==> src/rtl/utx_pkg.sv <==
package utx_pkg;
   typedef enum logic [1:0] {
      FMT_PLAIN     = 2'd0,
      FMT_PLAIN_PAR = 2'd1,
      FMT_WIDE      = 2'd2,
      FMT_WIDE_PAR  = 2'd3
   } utx_fmt_e;
endpackage

==> src/rtl/utx_hold_buf.sv <==
module utx_hold_buf #(
   parameter int WORD_W = 9
) (
   input  logic              clk,
   input  logic              rst_n,
   input  logic              wr_en,
   input  logic [WORD_W-1:0] wr_data,
   input  logic              take,
   input  logic              ovr_clr,
   output logic              hold_full,
   output logic [WORD_W-1:0] hold_data,
   output logic              ovr_flag
);
   // Buffer loaded but not emptied in this cycle: a write now is an overrun.
   logic clobber;
   assign clobber = wr_en && hold_full && !take;

   always_ff @(posedge clk or negedge rst_n) begin
      if (!rst_n) begin
         hold_full <= 1'b0;
         hold_data <= '0;
         ovr_flag  <= 1'b0;
      end else begin
         if (wr_en) begin
            hold_data <= wr_data;
            hold_full <= 1'b1;
         end else if (take) begin
            hold_full <= 1'b0;
         end
         if (clobber)
            ovr_flag <= 1'b1;
         else if (ovr_clr)
            ovr_flag <= 1'b0;
      end
   end
endmodule

==> src/rtl/utx_frame_build.sv <==
module utx_frame_build
   import utx_pkg::*;
#(
   parameter int DATA_W    = 8,
   parameter bit PARITY_EN = 1'b1,
   localparam int WORD_W   = DATA_W + 1,
   localparam int FRAME_W  = WORD_W + 3,
   localparam int LEN_W    = $clog2(FRAME_W + 1)
) (
   input  logic [WORD_W-1:0]  word,
   input  utx_fmt_e           fmt,
   input  logic               odd,
   input  logic               two_stop,
   output logic [FRAME_W-1:0] frame,
   output logic [LEN_W-1:0]   len
);
   int          fw;
   logic        wide;
   logic        par_on;
   logic        par_bit;
   logic [WORD_W-1:0] field;

   assign wide   = (fmt == FMT_WIDE) || (fmt == FMT_WIDE_PAR);
   assign par_on = (fmt == FMT_PLAIN_PAR) || (fmt == FMT_WIDE_PAR);
   assign fw     = wide ? WORD_W : DATA_W;

   generate
      if (PARITY_EN) begin : g_par
         always_comb begin
            par_bit = odd;
            for (int i = 0; i < WORD_W; i++)
               if (i < fw - 1) par_bit = par_bit ^ word[i];
         end
      end else begin : g_nopar
         assign par_bit = 1'b0;
      end
   endgenerate

   always_comb begin
      field = '0;
      for (int i = 0; i < WORD_W; i++)
         if (i < fw) field[i] = word[i];
      if (par_on && PARITY_EN)
         field[fw-1] = par_bit;
      frame    = '1;
      frame[0] = 1'b0;
      for (int i = 0; i < WORD_W; i++)
         if (i < fw) frame[i+1] = field[i];
      len = LEN_W'(1 + fw + (two_stop ? 2 : 1));
   end
endmodule

==> src/rtl/utx_shifter.sv <==
module utx_shifter #(
   parameter int FRAME_W = 12,
   parameter int LEN_W   = 4
) (
   input  logic               clk,
   input  logic               rst_n,
   input  logic               run_en,
   input  logic               baud_tick,
   input  logic               load,
   input  logic [FRAME_W-1:0] frame_in,
   input  logic [LEN_W-1:0]   len_in,
   output logic               txd,
   output logic               loaded,
   output logic               end_tick
);
   logic [FRAME_W-1:0] sh_buf;
   logic [LEN_W-1:0]   sh_len;
   logic [FRAME_W-1:0] work;
   logic [LEN_W-1:0]   cnt;
   logic               active;
   logic               start_idle;

   assign end_tick   = active && run_en && baud_tick && (cnt == '0);
   assign start_idle = loaded && !active && run_en && baud_tick;

   always_ff @(posedge clk or negedge rst_n) begin
      if (!rst_n) begin
         sh_buf <= '1;
         sh_len <= '0;
         loaded <= 1'b0;
      end else if (load) begin
         sh_buf <= frame_in;
         sh_len <= len_in;
         loaded <= 1'b1;
      end else if (end_tick) begin
         loaded <= 1'b0;
      end
   end

   always_ff @(posedge clk or negedge rst_n) begin
      if (!rst_n) begin
         active <= 1'b0;
         txd    <= 1'b1;
         work   <= '1;
         cnt    <= '0;
      end else if (!run_en) begin
         active <= 1'b0;
         txd    <= 1'b1;
      end else if (end_tick) begin
         if (load) begin
            txd  <= frame_in[0];
            work <= {1'b1, frame_in[FRAME_W-1:1]};
            cnt  <= len_in - LEN_W'(1);
         end else begin
            active <= 1'b0;
            txd    <= 1'b1;
         end
      end else if (start_idle) begin
         active <= 1'b1;
         txd    <= sh_buf[0];
         work   <= {1'b1, sh_buf[FRAME_W-1:1]};
         cnt    <= sh_len - LEN_W'(1);
      end else if (active && baud_tick) begin
         txd  <= work[0];
         work <= {1'b1, work[FRAME_W-1:1]};
         cnt  <= cnt - LEN_W'(1);
      end
   end
endmodule

==> src/rtl/uart_dbuf_tx.sv <==
module uart_dbuf_tx
   import utx_pkg::*;
#(
   parameter int DATA_W    = 8,
   parameter bit PARITY_EN = 1'b1,
   localparam int WORD_W   = DATA_W + 1,
   localparam int FRAME_W  = WORD_W + 3,
   localparam int LEN_W    = $clog2(FRAME_W + 1)
) (
   input  logic              clk,
   input  logic              rst_n,
   input  logic              wr_en,
   input  logic [WORD_W-1:0] wr_data,
   input  logic [1:0]        cfg_fmt,
   input  logic              cfg_odd,
   input  logic              cfg_two_stop,
   input  logic              run_en,
   input  logic              baud_tick,
   input  logic              ovr_clr,
   output logic              txd,
   output logic              buf_irq,
   output logic              tx_busy,
   output logic              ovr_flag
);
   generate
      if (DATA_W < 5 || DATA_W > 16) begin : g_bad_width
         $error("uart_dbuf_tx: DATA_W must lie in 5..16");
      end
   endgenerate

   logic               hold_full;
   logic [WORD_W-1:0]  hold_data;
   logic               take;
   logic               loaded;
   logic               end_tick;
   logic [FRAME_W-1:0] frame;
   logic [LEN_W-1:0]   len;
   logic               irq_q;

   assign take = hold_full && (!loaded || end_tick);

   utx_hold_buf #(.WORD_W(WORD_W)) u_hold (
      .clk(clk), .rst_n(rst_n), .wr_en(wr_en), .wr_data(wr_data),
      .take(take), .ovr_clr(ovr_clr), .hold_full(hold_full),
      .hold_data(hold_data), .ovr_flag(ovr_flag)
   );

   utx_frame_build #(.DATA_W(DATA_W), .PARITY_EN(PARITY_EN)) u_build (
      .word(hold_data), .fmt(utx_fmt_e'(cfg_fmt)), .odd(cfg_odd),
      .two_stop(cfg_two_stop), .frame(frame), .len(len)
   );

   utx_shifter #(.FRAME_W(FRAME_W), .LEN_W(LEN_W)) u_shift (
      .clk(clk), .rst_n(rst_n), .run_en(run_en), .baud_tick(baud_tick),
      .load(take), .frame_in(frame), .len_in(len), .txd(txd),
      .loaded(loaded), .end_tick(end_tick)
   );

   always_ff @(posedge clk or negedge rst_n) begin
      if (!rst_n) irq_q <= 1'b0;
      else        irq_q <= take;
   end

   assign buf_irq = irq_q;
   assign tx_busy = loaded;
endmodule

==> config.mk <==
export PLATFORM = sky130hd
export DESIGN_NAME = uart_dbuf_tx
export DESIGN_NICKNAME = d
export VERILOG_FILES = /design/src/rtl/utx_pkg.sv /design/src/rtl/utx_hold_buf.sv /design/src/rtl/utx_frame_build.sv /design/src/rtl/utx_shifter.sv /design/src/rtl/uart_dbuf_tx.sv
export SDC_FILE = /design/constraint.sdc
export NUM_CORES = 1
export LEC_CHECK = 0
export ABC_AREA = 1
export CAP_MARGIN = 15
export CORE_MARGIN = 5
export CORE_UTILIZATION = 32
export CTS_CLUSTER_SIZE = 20
export DETAILED_ROUTE_END_ITERATION = 8
export DONT_BUFFER_PORTS = 1
export PLACE_DENSITY_LB_ADDON = 0.25
export SYNTH_ARGS = -nofsm -noshare
export SYNTH_HDL_FRONTEND = slang
export SYNTH_SLANG_ARGS = --single-unit
==> constraint.sdc <==
create_clock -name clk -period 4.48 [get_ports clk]
set_input_delay 0.672 -clock clk [delete_from_list [all_inputs] [get_ports clk]]
set_output_delay 0.672 -clock clk [all_outputs]
set_load 0.02 [all_outputs]
---- Word-level counts from Yosys, hierarchy flattened ----
Cells that the tools add are included.
word-level totals
  output and inout bits ................... 4
  register bits after elaboration ......... 45
  input bits .............................. 19
  logic and storage cells ................. 133
operators by class
  equal/unequal tests ..................... 7
  reductions and logical operators ........ 24
  add/sub/neg operators ................... 6
  order comparisons ....................... 20
  bitwise gates (word level) .............. 9
  multiplexer cells ....................... 56
operator list
  kind                                                                           number
  4-bit by 32-bit less-than comparator with 1-bit output, first input constant   8
  3-bit by 32-bit less-than comparator with 1-bit output, first input constant   4
  1-bit by 32-bit less-than comparator with 1-bit output, first input constant   2
  2-bit by 32-bit less-than comparator with 1-bit output, first input constant   2
  5-bit by 32-bit less-than comparator with 1-bit output, first input constant   2
  12-bit 2-to-1 mux                                                              4
  1-bit 2-to-1 mux                                                               44
  32-bit by 1-bit >= comparator with 1-bit output, second input constant         1
  32-bit by 6-bit less-than comparator with 1-bit output, second input constant  1
  32-bit by 2-bit subtractor with 32-bit output, second input constant           1
  4-bit 2-to-1 mux                                                               4
  4-bit by 1-bit subtractor with 4-bit output, second input constant             3
  1-bit logical AND                                                              11
  9-bit bitwise mux                                                              1
  9-bit 2-to-1 mux                                                               1
  1-bit bitwise XOR                                                              9
  2-bit nonzero test                                                             3
  2-bit by 4-bit adder with 4-bit output, first input constant                   1
  4-bit adder                                                                    1
  1-bit demux with 4-bit select                                                  1
  2-bit == test, second input constant                                           2
  4-bit logical NOT                                                              1
  4-bit by 1-bit inequality test with 1-bit output, second input constant        1
  1-bit logical NOT                                                              3
  other kinds (9)                                                                11

---- Longest topological paths before layout ----
  depth in word-level cells ............... 27
  gate-level depth with buffers ........... 14
  mapped depth without buffers ............ 14

---- Modules after synthesis ----
From an unflattened synthesis, not the netlist that was laid out.
second synthesis, totals
  cell total of the unflattened synthesis .. 342
  area, all modules ....................... 2713.9 um2
modules (own cells, without submodules)
  module           area each (um2)  cells an instance  seq. area each (um2)  instances
  utx_shifter      1944.4           235                880.8                 1
  utx_hold_buf     424.2            47                 275.3                 1
  utx_frame_build  304.0            56                 0.0                   1
  uart_dbuf_tx     41.3             4                  25.0                  1

---- Worst setup path before layout ----
No wires, ideal clock.
  path kind ............................... in2reg
  start ................................... input port run_en
  end ..................................... register u_shift.cnt[2]
  setup slack ............................. 2527 ps
  arrival ................................. 1827 ps
  stages .................................. 9
  path buffers ............................ 2
  library setup time ...................... 126 ps
  required time ........................... 4354 ps
  cells stage by stage .................... inv_1 > nor3_2 > nand3_2 > clkbuf_8 > buf_2 > o21ai_0 > ha_1 > xor2_1 > o21ai_0
on the way
  cells in the longest elaborated chain, start to end .. 7
  elaborated cells on any way between the ends .. 12
  those cells by class .................... 1 x eq/ne; 2 x mux; 9 x reduce/logical
RTL lines
  element                                 RTL line            RTL
  start, declared                         uart_dbuf_tx.sv:17  input logic run_en,
  1-bit logical AND (3 in a row)          utx_shifter.sv:23   assign end_tick = active && run_en && baud_tick && (cnt == '0);
  1-bit logical OR                        uart_dbuf_tx.sv:40  assign take = hold_full && (!loaded || end_tick);
  1-bit logical AND                       uart_dbuf_tx.sv:40
  2-bit inequality test (no source line)  --
  3-bit AND reduction (no source line)    --
  end signal, assigned                    utx_shifter.sv:53   cnt <= len_in - LEN_W'(1);
  end signal, assigned                    utx_shifter.sv:62   cnt <= sh_len - LEN_W'(1);
  end signal, assigned                    utx_shifter.sv:66   cnt <= cnt - LEN_W'(1);
  end, declared                           utx_shifter.sv:19   logic [LEN_W-1:0] cnt;
Parallel ways exist; a longest one is shown, timed or not.
A chain may end at the register's enable or synchronous reset.

---- Final worst setup path ----
  start ................................... input port run_en
  end ..................................... register u_shift.sh_len[2]
on the way
  cells in the longest elaborated chain, start to end .. 5
RTL lines
  element                         RTL line            RTL
  1-bit logical AND (3 in a row)  utx_shifter.sv:23
  1-bit logical OR                uart_dbuf_tx.sv:40
  1-bit logical AND               uart_dbuf_tx.sv:40
  via take                        uart_dbuf_tx.sv:33  logic take;
  end signal, assigned            utx_shifter.sv:33   sh_len <= len_in;
  end, declared                   utx_shifter.sv:17   logic [LEN_W-1:0] sh_len;
The timed path passes the listed nets, and every way through them passes these cells.

==> flow_summary.json <==
{
  "wl_per_cell_um": 12.3,
  "ctsRootBufferMaster": "clkbuf_8",
  "std_cell_rows": 30,
  "ios": 23,
  "endpoint_kind": "register",
  "r2r_start": "u_shift.active",
  "crit_family": "simple AND/OR/NAND/NOR gates",
  "fmax_mhz": 506,
  "cp_slowest_cell": "nand3_2",
  "postSynthCellCount": 258,
  "finalClockSkew_ps": 10.1,
  "cp_cell_sequence": "inv_1 > nor3_2 > nand3_2 > inv_2 > nor2_2 > nor2_8 > inv_2 > nor2_1 > o21bai_1",
  "synthToLayoutAreaGrowth_pct": 5.84,
  "powerDensity_mw_per_mm2": 494,
  "startpoint_type": "primary input",
  "dieArea_sq_mm": 0.00851,
  "yosysSeqAreaShare_pct": 49.7,
  "ys.flop_type": "dfrtp_1",
  "finalHoldViolCount": 0,
  "cts.path.max_buffers": 2,
  "cp.buffers_inverters": 3,
  "synth_area_per_cell_sq_um": 8.39,
  "slew_headroom_pct": 74.7,
  "critPathMaxStageDelay_ps": 330,
  "tightest_slew_ps": 380,
  "synth-edff-count": 0,
  "clkSlewWorstSetupHoldPaths_ps": 90,
  "place.gp.congestion": 0.768,
  "cts_resized": 0,
  "antenna_cells": 0,
  "drive_gt1_share_pct": 18.3,
  "start_util_pct": 32.4,
  "crit_top_cell": "inv_2",
  "clkPwrFrac_pct": 26.4,
  "ys_ff_latch": 42,
  "synth_async_sr_flop_share_pct": 100,
  "synth_area_sq_mm": 0.00216,
  "period_share_pct": 44.1,
  "final_nets": 277,
  "cts_made_buffers": 5,
  "swShare_pct": 29.7,
  "path_depth": 9,
  "grt_overflow_total": 0,
  "cp.arrival_ps": 2200,
  "power.switching_mw": 0.336,
  "tns_ps": 0,
  "core-area_sq_mm": 0.00668,
  "finalSetupViolCount": 0,
  "viasPerCell": 4.62,
  "cap_violations": 0,
  "dpl_cell_area_sq_mm": 0.00218,
  "stdcell_area_sq_mm": 0.00229,
  "grt_pass1_wl_um": 7180,
  "status": "completed",
  "yosys_warnings": 0,
  "grt_util_all_layers_pct": 10.5,
  "clock_latency_ps": 290,
  "cts.sinks": 42,
  "yosys.cell_types.count": 31,
  "cts_tree": "done",
  "ff2ff_path_depth": 9,
  "drtIter0Drc": 86,
  "required_ps": 4700,
  "p_int_mw": 0.796,
  "rsz0062_at_grt": "no",
  "period_minus_slack_ps": 1970,
  "hold_buffers": 0,
  "h-tree-depth": 2,
  "postCtsSetupBuffers": 0,
  "grt_max_degree": 43,
  "p_comb_share_pct": 21.7,
  "worst-r2r-setup-slack_ps": 2520,
  "wirelength_um": 4150,
  "finalMaxSlewViolations": 0,
  "ir_worst_vdd_v": 0.000208,
  "die_w_um": 92.2,
  "seqPwrFrac_pct": 51.8,
  "portBuffers": 0,
  "post-dp-hpwl_um": 3040,
  "die_h_um": 92.2,
  "r2r_end": "u_shift.sh_len[2]",
  "syn_nets": 279,
  "leakagePower_nw": 1.08,
  "hold_path.class": "in2async",
  "path_max_fanout": 21,
  "crit_type": "in2reg",
  "ant_nets": 0,
  "drc": 0,
  "antenna_found_initial": 0,
  "vias": 1556,
  "grt_pass1_vias": 1541,
  "first_pass_iters": 4
}
worst max path at each step:
| stage | from | to | slack (ps) |
|---|---|---|---|
| 5_1_grt | u_shift.active | u_shift.sh_len[2] | 2270 |
| 4_1_cts | u_shift.active | u_shift.sh_len[2] | 2490 |
| 6_report | run_en | u_shift.sh_len[2] | 2510 |
| 3_3_place_gp | run_en | u_shift.sh_len[2] | 2200 |
| 3_5_place_dp | run_en | u_shift.sh_len[2] | 2190 |
| 2_1_floorplan | run_en | u_shift.cnt[2] | 2530 |
worst reg2reg max path: stages, from the launching register on:
cell and delay (ps):
dfrtp_1 390, inv_1 90, nor3_2 120, nand3_2 330
inv_2 240, nor2_2 90, nor2_8 170, inv_2 180
nor2_1 170, o21bai_1 120
through the flow:
step	util (%)	total power, mW	worst slack (ps)	cells	hold WS, ps
6_report	34.3	1.13	2510	337	62.6
3_5_place_dp	32.6	0.841	2190	329	377
3_3_place_gp	32.6	0.841	2200	329	377
5_1_grt	34.3	1.21	2270	337	43.7
4_1_cts	34.3	1.15	2490	337	54.3
2_1_floorplan	-	0.793	2530	258	376
sequential cells by signal, summed over array words and instances (netlist names):
name / count
u_shift.work: 9
u_hold.hold_data: 9
u_hold.hold_full: 1
u_shift.sh_len: 4
u_shift.cnt: 4
u_shift.active: 1
u_shift.txd: 1
u_shift.sh_buf: 10
u_hold.ovr_flag: 1
u_shift.loaded: 1
buf_irq: 1
synthesized netlist by cell type, drive strengths merged (2+ instances only):
master	n	area, sq um
a21oi	10	50.1
buf	3	31.3
clkbuf	6	52.6
dfrtp	22	551
dfstp	20	526
ha	2	25.0
inv	37	146
nand2	68	255
nand3	11	60.1
nor2	20	109
nor3	4	25.0
o211ai	2	15.0
o21ai	46	264
xor2	2	17.5
layer usage:
layer | track usage (%) | vias to the layer above | routed length [um]
met1 | 14.2 | 721 | 2090
li1 | - | 810 | -
met4 | 3.71 | 0 | 40
met5 | 0 | - | 0
met3 | 1.89 | 2 | 119
met2 | 16.6 | 23 | 1900
kinds of logic (layout without fill, tap and decap cells):
| family | count (synthesis) | after routing | synth area share (%) |
|---|---|---|---|
| compound gates | 61 | 61 | 16.2 |
| xor+xnor | 3 | 3 | 1.21 |
| fa+ha+maj | 2 | 2 | 1.16 |
| buf+inv | 46 | 45 | 10.6 |
| flops | 42 | 42 | 49.7 |
| simple gates | 104 | 104 | 21.0 |
cells in the final DEF (no fill, tap or decap), types with 2 or more instances in the layout:
cell type	Yosys	layout
nand2_1	68	68
o21ai_0	36	36
inv_1	33	33
dfrtp_1	22	22
dfstp_2	20	20
nor2_1	16	16
nand3_1	10	10
a21oi_1	10	10
o21ai_2	9	9
clkbuf_8	3	5
inv_2	3	3
nor3_1	3	3
nor2_4	2	2
o211ai_1	2	2
xor2_1	2	2
ha_1	2	2
power by group through the flow:
stage | clock network [mW] | registers, mW | logic, mW
after detailed placement | 0 | 0.594 | 0.247
after floorplan | 0 | 0.573 | 0.220
after global routing | 0.325 | 0.601 | 0.286
final | 0.299 | 0.587 | 0.246
after global placement | 0 | 0.594 | 0.247
after CTS | 0.308 | 0.588 | 0.249
final cells by class:
| class | instances | area [sq um] |
|---|---|---|
| Fill cell | 715 | 4390 |
| Multi-Input combinational cell | 170 | 858 |
| Clock buffer | 6 | 72.6 |
| Clock inverter | 2 | 37.5 |
| Sequential cell | 42 | 1080 |
| Tap cell | 80 | 100 |
| Inverter | 37 | 146 |
No activity file was read; power rests on OpenSTA's default activity.
